[src/rtl/chan_trig_pkg.sv]
package chan_trig_pkg;
  localparam int NUM_SRC = 3;

  // rank order: lower code wins inside a channel
  typedef enum logic [1:0] {
    SRC_EVT = 2'd0,
    SRC_CHN = 2'd1,
    SRC_MAN = 2'd2
  } trig_src_e;
endpackage

[src/rtl/chan_trig_pend.sv]
module chan_trig_pend #(
  parameter int NCH = 8
) (
  input  logic           clk_i,
  input  logic           rst_ni,
  input  logic [NCH-1:0] set_i,
  input  logic [NCH-1:0] clr_i,
  output logic [NCH-1:0] pend_o
);
  // set beats clear in the same cycle
  always_ff @(posedge clk_i or negedge rst_ni) begin
    if (!rst_ni) pend_o <= '0;
    else         pend_o <= (pend_o & ~clr_i) | set_i;
  end

  for (genvar c = 0; c < NCH; c++) begin : g_chk
    assert_set_wins_R9: assert property (@(posedge clk_i) disable iff (!rst_ni)
      ($past(rst_ni) && $past(set_i[c])) |-> pend_o[c]);
  end
endmodule

[src/rtl/chan_trig_pick.sv]
module chan_trig_pick
  import chan_trig_pkg::*;
#(
  parameter int NCH = 8,
  parameter int NQ  = 2,
  localparam int CW = (NCH > 1) ? $clog2(NCH) : 1,
  localparam int QW = (NQ > 1) ? $clog2(NQ) : 1
) (
  input  logic                        clk_i,
  input  logic                        rst_ni,
  input  logic [NUM_SRC-1:0][NCH-1:0] pend_i,
  input  logic [NCH*QW-1:0]           chan_qsel_i,
  input  logic [NQ-1:0]               q_rdy_i,
  output logic                        win_o,
  output logic [CW-1:0]               win_chan_o,
  output trig_src_e                   win_src_o,
  output logic [QW-1:0]               win_q_o,
  output logic [NUM_SRC-1:0][NCH-1:0] clr_o
);
  logic [QW-1:0] qsel_a [NCH];
  logic [NCH-1:0] elig;

  for (genvar c = 0; c < NCH; c++) begin : g_elig
    logic any_pend;
    assign qsel_a[c] = chan_qsel_i[c*QW +: QW];
    assign any_pend  = pend_i[SRC_EVT][c] | pend_i[SRC_CHN][c] | pend_i[SRC_MAN][c];
    if (NQ == (1 << QW)) begin : g_full
      assign elig[c] = any_pend & q_rdy_i[qsel_a[c]];
    end else begin : g_part
      assign elig[c] = any_pend & (qsel_a[c] < QW'(NQ)) & q_rdy_i[qsel_a[c]];
    end
  end

  always_comb begin
    win_o      = 1'b0;
    win_chan_o = '0;
    for (int c = NCH-1; c >= 0; c--) begin
      if (elig[c]) begin
        win_o      = 1'b1;
        win_chan_o = CW'(c);
      end
    end
    if (pend_i[SRC_EVT][win_chan_o])      win_src_o = SRC_EVT;
    else if (pend_i[SRC_CHN][win_chan_o]) win_src_o = SRC_CHN;
    else                                  win_src_o = SRC_MAN;
    win_q_o = qsel_a[win_chan_o];
    clr_o   = '0;
    if (win_o) clr_o[win_src_o][win_chan_o] = 1'b1;
  end

  assert_clr_pending_R4: assert property (@(posedge clk_i) disable iff (!rst_ni)
    (clr_o & ~pend_i) == '0);
  assert_one_clr_R11: assert property (@(posedge clk_i) disable iff (!rst_ni)
    $onehot0(clr_o));
endmodule

[src/rtl/chan_trig_prio.sv]
module chan_trig_prio
  import chan_trig_pkg::*;
#(
  parameter int NCH = 8,
  parameter int NQ  = 2,
  localparam int CW = (NCH > 1) ? $clog2(NCH) : 1,
  localparam int QW = (NQ > 1) ? $clog2(NQ) : 1
) (
  input  logic              clk_i,
  input  logic              rst_ni,
  input  logic [NCH-1:0]    evt_set_i,
  input  logic [NCH-1:0]    chn_set_i,
  input  logic [NCH-1:0]    man_set_i,
  input  logic [NCH*QW-1:0] chan_qsel_i,
  input  logic [NQ-1:0]     q_rdy_i,
  output logic              q_wr_o,
  output logic [CW-1:0]     q_chan_o,
  output logic [1:0]        q_src_o,
  output logic [QW-1:0]     q_sel_o
);
  logic [NUM_SRC-1:0][NCH-1:0] set_v, clr_v, pend_v;
  logic          win;
  logic [CW-1:0] win_chan;
  trig_src_e     win_src;
  logic [QW-1:0] win_q;

  assign set_v[SRC_EVT] = evt_set_i;
  assign set_v[SRC_CHN] = chn_set_i;
  assign set_v[SRC_MAN] = man_set_i;

  for (genvar s = 0; s < NUM_SRC; s++) begin : g_bank
    chan_trig_pend #(.NCH(NCH)) u_pend (
      .clk_i  (clk_i),
      .rst_ni (rst_ni),
      .set_i  (set_v[s]),
      .clr_i  (clr_v[s]),
      .pend_o (pend_v[s])
    );
  end

  chan_trig_pick #(.NCH(NCH), .NQ(NQ)) u_pick (
    .clk_i       (clk_i),
    .rst_ni      (rst_ni),
    .pend_i      (pend_v),
    .chan_qsel_i (chan_qsel_i),
    .q_rdy_i     (q_rdy_i),
    .win_o       (win),
    .win_chan_o  (win_chan),
    .win_src_o   (win_src),
    .win_q_o     (win_q),
    .clr_o       (clr_v)
  );

  always_ff @(posedge clk_i or negedge rst_ni) begin
    if (!rst_ni) begin
      q_wr_o   <= 1'b0;
      q_chan_o <= '0;
      q_src_o  <= '0;
      q_sel_o  <= '0;
    end else begin
      q_wr_o <= win;
      if (win) begin
        q_chan_o <= win_chan;
        q_src_o  <= win_src;
        q_sel_o  <= win_q;
      end
    end
  end

  assert_rdy_on_push_R11: assert property (@(posedge clk_i) disable iff (!rst_ni)
    q_wr_o |-> |($past(q_rdy_i) & (NQ'(1) << q_sel_o)));
  assert_evt_first_R3: assert property (@(posedge clk_i) disable iff (!rst_ni)
    (q_wr_o && q_src_o != SRC_EVT) |->
      (($past(pend_v[SRC_EVT]) >> q_chan_o) & NCH'(1)) == '0);
  assert_chn_before_man_R3: assert property (@(posedge clk_i) disable iff (!rst_ni)
    (q_wr_o && q_src_o == SRC_MAN) |->
      (($past(pend_v[SRC_CHN]) >> q_chan_o) & NCH'(1)) == '0);
  assert_qsel_map_R6: assert property (@(posedge clk_i) disable iff (!rst_ni)
    q_wr_o |-> q_sel_o == QW'($past(chan_qsel_i) >> (q_chan_o * QW)));
  assert_src_code_R3: assert property (@(posedge clk_i) disable iff (!rst_ni)
    q_wr_o |-> q_src_o != 2'd3);
endmodule

[config.mk]
export PLATFORM = sky130hd
export DESIGN_NAME = chan_trig_prio
export DESIGN_NICKNAME = d
export VERILOG_FILES = /design/src/rtl/chan_trig_pkg.sv /design/src/rtl/chan_trig_pend.sv /design/src/rtl/chan_trig_pick.sv /design/src/rtl/chan_trig_prio.sv
export SDC_FILE = /design/constraint.sdc
export NUM_CORES = 1
export LEC_CHECK = 0
export ABC_AREA = 1
export BUFFER_PORTS_ARGS = -buffer_cell sky130_fd_sc_hd__buf_2
export CAP_MARGIN = 20
export CORE_UTILIZATION = 38
export DETAILED_ROUTE_END_ITERATION = 16
export SYNTH_ARGS = -nofsm -noshare
export SYNTH_HDL_FRONTEND = slang
export SYNTH_SLANG_ARGS = --single-unit
[constraint.sdc]
create_clock -name clk_i -period 1.7 [get_ports clk_i]
set_input_delay 0.17 -clock clk_i [delete_from_list [all_inputs] [get_ports clk_i]]
set_output_delay 0.17 -clock clk_i [all_outputs]
set_load 0.01 [all_outputs]
# Word level (Yosys, flattened, before mapping)
# Index checks and enable logic that the tools add are counted.
dict set report word_totals {
  latch_bits 0
  out_inout_bits 7
  mem_bits_rw 0
  romBits 0
  register_bits 31
  inputBits 36
  mem_count 0
}
dict set report op_classes {
  magnitude_cmp 13
  n_eq_ne 0
  shifts 0
  bitwise_logic 34
  n_addsub 0
  n_div 0
  n_mul 0
  mux 46
  reduce_logical 2
}
# op n
set ops {}
lappend ops {{$mux W1} 29}
lappend ops {{$and A8 B8 Y8} 3}
lappend ops {{$mux W24} 1}
lappend ops {{$mux W3} 8}
lappend ops {{$not A8 Y8} 3}
lappend ops {{$or A8 B8 Y8} 3}
lappend ops {{$demux W8 S2} 1}
lappend ops {{$lt A1 B2 Y1 const B} 8}
lappend ops {{$or A1 B1 Y1} 16}
lappend ops {{$bmux W1 S3} 3}
lappend ops {{$and A1 B1 Y1} 8}
lappend ops {{$mux W8} 1}
lappend ops {{$ge A4 B4 Y1 const B} 1}
lappend ops {{$lt A3 B4 Y1 const B} 1}
lappend ops {{$mux W2} 2}
lappend ops {{$not A3 Y4} 1}
lappend ops {{$demux W1 S3} 1}
lappend ops {{$ge A3 B1 Y1 const B} 1}
lappend ops {{$lt A2 B3 Y1 const B} 1}
lappend ops {{$ge A2 B1 Y1 const B} 1}
lappend ops {{$logic_and A1 B1 Y1} 2}

# Longest topological paths before layout
dict set report logic_depth {
  word_depth 23
  depth_mapped 21
}

# By module
# A second synthesis with hierarchy kept.
dict set report hier_totals {
  cells_unflattened 320
  hier_area_um2 2240.9
}
# module cells_per_inst area_each_um2 instances
set by_module_without_submodules {}
lappend by_module_without_submodules {chan_trig_pick 174 1033.5 1}
lappend by_module_without_submodules {chan_trig_pend 40 320.3 3}
lappend by_module_without_submodules {chan_trig_prio 26 246.5 1}

# Least setup slack after synthesis
# No wires, ideal clock.
dict set report synth_path {
  kind {reg2reg}
  start {reg g_bank[0].u_pend.pend_o[0]}
  end {reg g_bank[1].u_pend.pend_o[3]}
  arrival_ps 1768
  n_path_buf 0
  required_time_ps 1584
  period_less_slack_ps 1884
  stages_incl_launch_ff 17
  slack_ps -184
  cell_sequence {dfrtp_1 nor2_1 nand2_1 nand2_4 nand2_2 inv_2 nand2_4 nor2_4 a21oi_2 nand4_1 nand2_2 nor2_4 nand2_4 nor2_4 nand2_1 nand2_1 nand2_1}
}
dict set report synth_between {
  elab_chain_cells 16
}
# element line
set synth_rtl {}
lappend synth_rtl {{start, declared} chan_trig_pend.sv:8} ;# output logic [NCH-1:0] pend_o
lappend synth_rtl {{start signal, assigned} chan_trig_pend.sv:13} ;# else pend_o <= (pend_o & ~clr_i) | set_i;
lappend synth_rtl {{$or A1 B1 Y1 (2 in a row)} chan_trig_pick.sv:26} ;# assign any_pend = pend_i[SRC_EVT][c] | pend_i[SRC_CHN][c] | pend_i[SRC_MAN][c];
lappend synth_rtl {{$and A1 B1 Y1} chan_trig_pick.sv:28} ;# assign elig[c] = any_pend & q_rdy_i[qsel_a[c]];
lappend synth_rtl {{$mux W3} chan_trig_pick.sv:38} ;# if (elig[c]) begin
lappend synth_rtl {{$bmux W1 S3} chan_trig_pick.sv:44} ;# else if (pend_i[SRC_CHN][win_chan_o]) win_src_o = SRC_CHN;
lappend synth_rtl {{$mux W1 (not written as such)} chan_trig_pick.sv:44}
lappend synth_rtl {{$mux W2} chan_trig_pick.sv:44}
lappend synth_rtl {{$mux W2} chan_trig_pick.sv:43} ;# if (pend_i[SRC_EVT][win_chan_o]) win_src_o = SRC_EVT;
lappend synth_rtl {{$lt A2 B3 Y1 (not written as such) or $ge A2 B1 Y1 (tied branches)} chan_trig_pick.sv:48} ;# if (win_o) clr_o[win_src_o][win_chan_o] = 1'b1;
lappend synth_rtl {{$logic_and A1 B1 Y1 (not written as such)} chan_trig_pick.sv:48}
lappend synth_rtl {{$mux W8 (not written as such)} chan_trig_pick.sv:48}
lappend synth_rtl {{$demux W8 S2} -}
lappend synth_rtl {{$mux W24 (*)} chan_trig_pick.sv:48}
lappend synth_rtl {{$not A8 Y8 (*)} chan_trig_pend.sv:13}
lappend synth_rtl {{$and A8 B8 Y8 (*)} chan_trig_pend.sv:13}
lappend synth_rtl {{$or A8 B8 Y8 (*)} chan_trig_pend.sv:13}
lappend synth_rtl {{end signal, assigned} chan_trig_pend.sv:13}
lappend synth_rtl {{end, declared} chan_trig_pend.sv:8}
# Every way passes the cells marked *; elsewhere a longest branch is shown, timed or not. The select of a mux whose other input is x is not followed.
# A chain may end at the register's enable or synchronous reset.

# Worst setup path in the final report
dict set report layout_path {
  start {reg g_bank[0].u_pend.pend_o[4]}
  end {reg g_bank[1].u_pend.pend_o[4]}
}
dict set report layout_between {
  elab_chain_cells 20
}
# element line
set layout_rtl {}
lappend layout_rtl {{$or A1 B1 Y1 (2 in a row)} chan_trig_pick.sv:26}
lappend layout_rtl {{$and A1 B1 Y1} chan_trig_pick.sv:28}
lappend layout_rtl {{$mux W3 (5 in a row)} chan_trig_pick.sv:38}
lappend layout_rtl {{$bmux W1 S3} chan_trig_pick.sv:44}
lappend layout_rtl {{$mux W1 (not written as such)} chan_trig_pick.sv:44}
lappend layout_rtl {{$mux W2} chan_trig_pick.sv:44}
lappend layout_rtl {{$mux W2} chan_trig_pick.sv:43}
lappend layout_rtl {{$lt A2 B3 Y1 (not written as such) or $ge A2 B1 Y1 (tied branches)} chan_trig_pick.sv:48}
lappend layout_rtl {{$logic_and A1 B1 Y1 (not written as such)} chan_trig_pick.sv:48}
lappend layout_rtl {{$mux W8 (not written as such)} chan_trig_pick.sv:48}
lappend layout_rtl {{$demux W8 S2} -}
lappend layout_rtl {{$mux W24 (*)} chan_trig_pick.sv:48}
lappend layout_rtl {{$not A8 Y8 (*)} chan_trig_pend.sv:13}
lappend layout_rtl {{$and A8 B8 Y8 (*)} chan_trig_pend.sv:13}
lappend layout_rtl {{$or A8 B8 Y8 (*)} chan_trig_pend.sv:13}
# Marked as above.

==> impl_metrics.yaml <==
layout:
  insertedDiodeCount: 0
  final_nets: 436
  drive_above_1_share_pct: 48.62
  areaGrowthSynthToFinish_pct: 62.92
  final_cell_area_um2: 3172
grt:
  antenna_found_initial: 0
  grt_pass1_wl_mm: 9.142
  grt_max_degree: 32
  grt_pass1_vias: 2001
  grt_usage_pct: 22.85
  overflow: 0
outcome:
  run_status: "complete, but fails checks"
  violations: "setup timing"
floorplanning:
  num_io_pins: 43
  start_util_pct: 40.42
  fp.dieH_um: 73.58
  dieArea_um2: 5413
  core_um2: 4817
  fp-row-count: 25
  die_x_um: 73.58
placed_design:
  dp_slack_ps: -550.6
  dp_hpwl_mm: 3.881
  gp_congestion: 0.9980
  io_buffers: 42
  dpl-instance-area_um2: 2646
pwr:
  cellLeakagePower_nw: 1.794
  combPwrFrac_pct: 38.7
  p_int_mw: 1.442
  finalPower_mw: 2.181
  pwr-share-seq_pct: 37.0
  clock_power_share_pct: 24.3
  swShare_pct: 33.88
  irDropWorstVdd_mv: 0.3690
  p_switching_mw: 0.7392
  power_density_nw_per_um2: 687.8
sta:
  fin_ws_ps: -544.6
  hold_viol: 0
  max-slew-margin-rel_pct: 52.83
  period_needed_ps: 2245
  slew_viol_final: 0
  setup_tns_ps: -10480
  skew_ps: 2.259
  period_share_pct: 132.0
  rsz0062_at_grt: "yes"
  setup_viol: 26
  fmax_ghz: 0.4455
  tightestPinTransition_ps: 707.6
setup_path:
  crit_arrival_ps: 2420
  cp-end-kind: "flop"
  critPathMostFrequentCell: "nand2_1"
  path_class: "flop to flop"
  crit_slowest_cell: "dfrtp_1"
  path_max_fanout: 7
  crit_chain: "nor2_1 > nand2_1 > nand2_2 > nand2_1 > nand2_1 > nand2_2 > nand2_4 > nand2_4 > nand3b_1 > nand2_1 > nor2_2 > nand2_4 > nor2_4 > nand2_1 > nand2_1 > nand2_1"
  cpPeakStageDelay_ps: 390
  cp.required_ps: 1870
  worst-r2r-cell-count: 16
  start_kind: "flop"
yosys:
  synth.distinct_cells: 21
  synthCells: 276
  synth_common_cells: "nand2_1 (110), inv_1 (46), dfrtp_1 (31), nor2_1 (15), nand3_1 (13)"
  post-synth-top-area-cell: "dfrtp_1"
  synth_area_leaders: "dfrtp_1 (40%), nand2_1 (21%), inv_1 (8.9%)"
  synth_edf_count: 0
  ys_warn_count: 0
  synth_area_um2: 1947
  yosysTopAreaCellShare_pct: 39.85
  yosysSeqAreaShare_pct: 39.85
  synth_flop_cell: "dfrtp_1"
  synth_nets: 312
  synth-seq-cells: 31
  syn_area_per_cell_um2: 7.054
  ys_async_sr_fraction_pct: 100.0
  yosysMostFrequentCell: "nand2_1"
routing:
  dr_wl_met2_mm: 3.021
  drc_errors: 0
  drt-met1-wl_mm: 2.605
  postRouteAntennaNets: 0
  topRoutingLayerUsed: "met4"
  drtIter0Drc: 98
  vias: 2118
  wl_per_cell_um: 12.73
  viasPerCell: 4.545
  wl_mm: 5.931
  wl_met3_um: 201
  drt_first_pass_iters: 4
flow_run:
  maxCapViolCount: 0
clocking:
  cts_tree: "yes"
  cts_root_buf: "clkbuf_8"
  cts_buffers: 5
  h-tree-depth: 2
  path_clk_slew_ps: 60
  clk_latency_ps: 280
  clock-sinks: 31
  clk_path_buf_depth: 2
min_path:
  hold_class: "input port to flop"
  min_path_cells: 3
-- registers in the layout, summed over array words and instances (netlist names) --
| signal | count |
|---|---|
| q_sel_o | 1 |
| g_bank.u_pend.pend_o | 24 |
| q_chan_o | 3 |
| q_wr_o | 1 |
| q_src_o | 2 |
-- worst paths after layout --
kind,slack (ps),to,from
max,-540,g_bank[1].u_pend.pend_o[4],g_bank[0].u_pend.pend_o[4]
min,70,g_bank[1].u_pend.pend_o[3],chn_set_i[3]
max reg2reg,-540,g_bank[1].u_pend.pend_o[4],g_bank[0].u_pend.pend_o[4]
min reg2reg,460,q_chan_o[1],q_chan_o[1]
max in group asynchronous,760,g_bank[1].u_pend.pend_o[5],rst_ni
min in group asynchronous,480,q_sel_o,rst_ni
-- placed cells by master (no fill, tap or decap), types with 5 or more instances in the layout --
master    count
inv_1        41
buf_2        42
nand3_2       8
nand2_2      17
inv_4         6
buf_4        59
clkbuf_8      5
nand2_1      93
buf_6        16
nor2_4        8
nor2_1       11
nand4_1       9
nand2_4      14
dfrtp_1      31
nand3_1       5
-- metrics by stage --
| step | std cells | hold WS, ps | util [%] |
|---|---|---|---|
| 3_3_place_gp | 441 | 263.2 | 54.94 |
| 6_report | 466 | 65.40 | 65.84 |
| 2_1_floorplan | 276 | -125.6 | - |
| 5_1_grt | 466 | 65.44 | 65.84 |
| 3_5_place_dp | 441 | 269.7 | 54.94 |
| 4_1_cts | 463 | 59.06 | 62.26 |
-- metal layers --
layer	vias up	track usage, %
met3	12	4.390
met5	-	0
met4	0	6.624
met2	53	39.65
li1	1082	-
met1	971	28.71
-- cell families after synthesis --
kind of cell,count (synthesis),synth area share [%]
AND/OR/NAND/NOR,175,42.93
buffers and inverters,56,12.34
flip-flops,31,39.85
AO/OA/AOI/OAI,14,4.884
-- layout make-up --
class	instances	area (um2)
Fill cell	427	1645
Clock buffer	6	72.57
Tap cell	67	83.83
Multi-Input combinational cell	190	1136
Timing Repair Buffer	120	883.3
Inverter	52	220.2
Sequential cell	31	775.7
-- power by group through the flow --
stage / Sequential [mW] / Clock, mW / Combinational [mW]
CTS: 0.808 / 0.555 / 0.748
detailed placement: 0.821 / 0 / 0.599
global route: 0.813 / 0.583 / 0.916
global placement: 0.818 / 0 / 0.588
floorplan: 0.831 / 0 / 0.317
finish: 0.807 / 0.531 / 0.844
-- repair_timing --
| item | 4_1_cts | 5_1_grt |
|---|---|---|
| buffers inserted | 14 | 4 |
| gates resized for setup | 41 | 38 |
| endpoints found under the hold margin | 31 | 0 |
| cloned | 1 | 0 |
| hold buffers | 1 | 0 |
| endpoints found under the setup margin | 27 | 27 |
| pin swaps | 25 | 29 |
-- worst max-delay path, delay by kind of cell (launching register included) --
kind | cells | cell delay, ps
AND/OR/NAND/NOR | 16 | 1740
flip-flops | 1 | 390
Power figures use the tool's default switching activity.
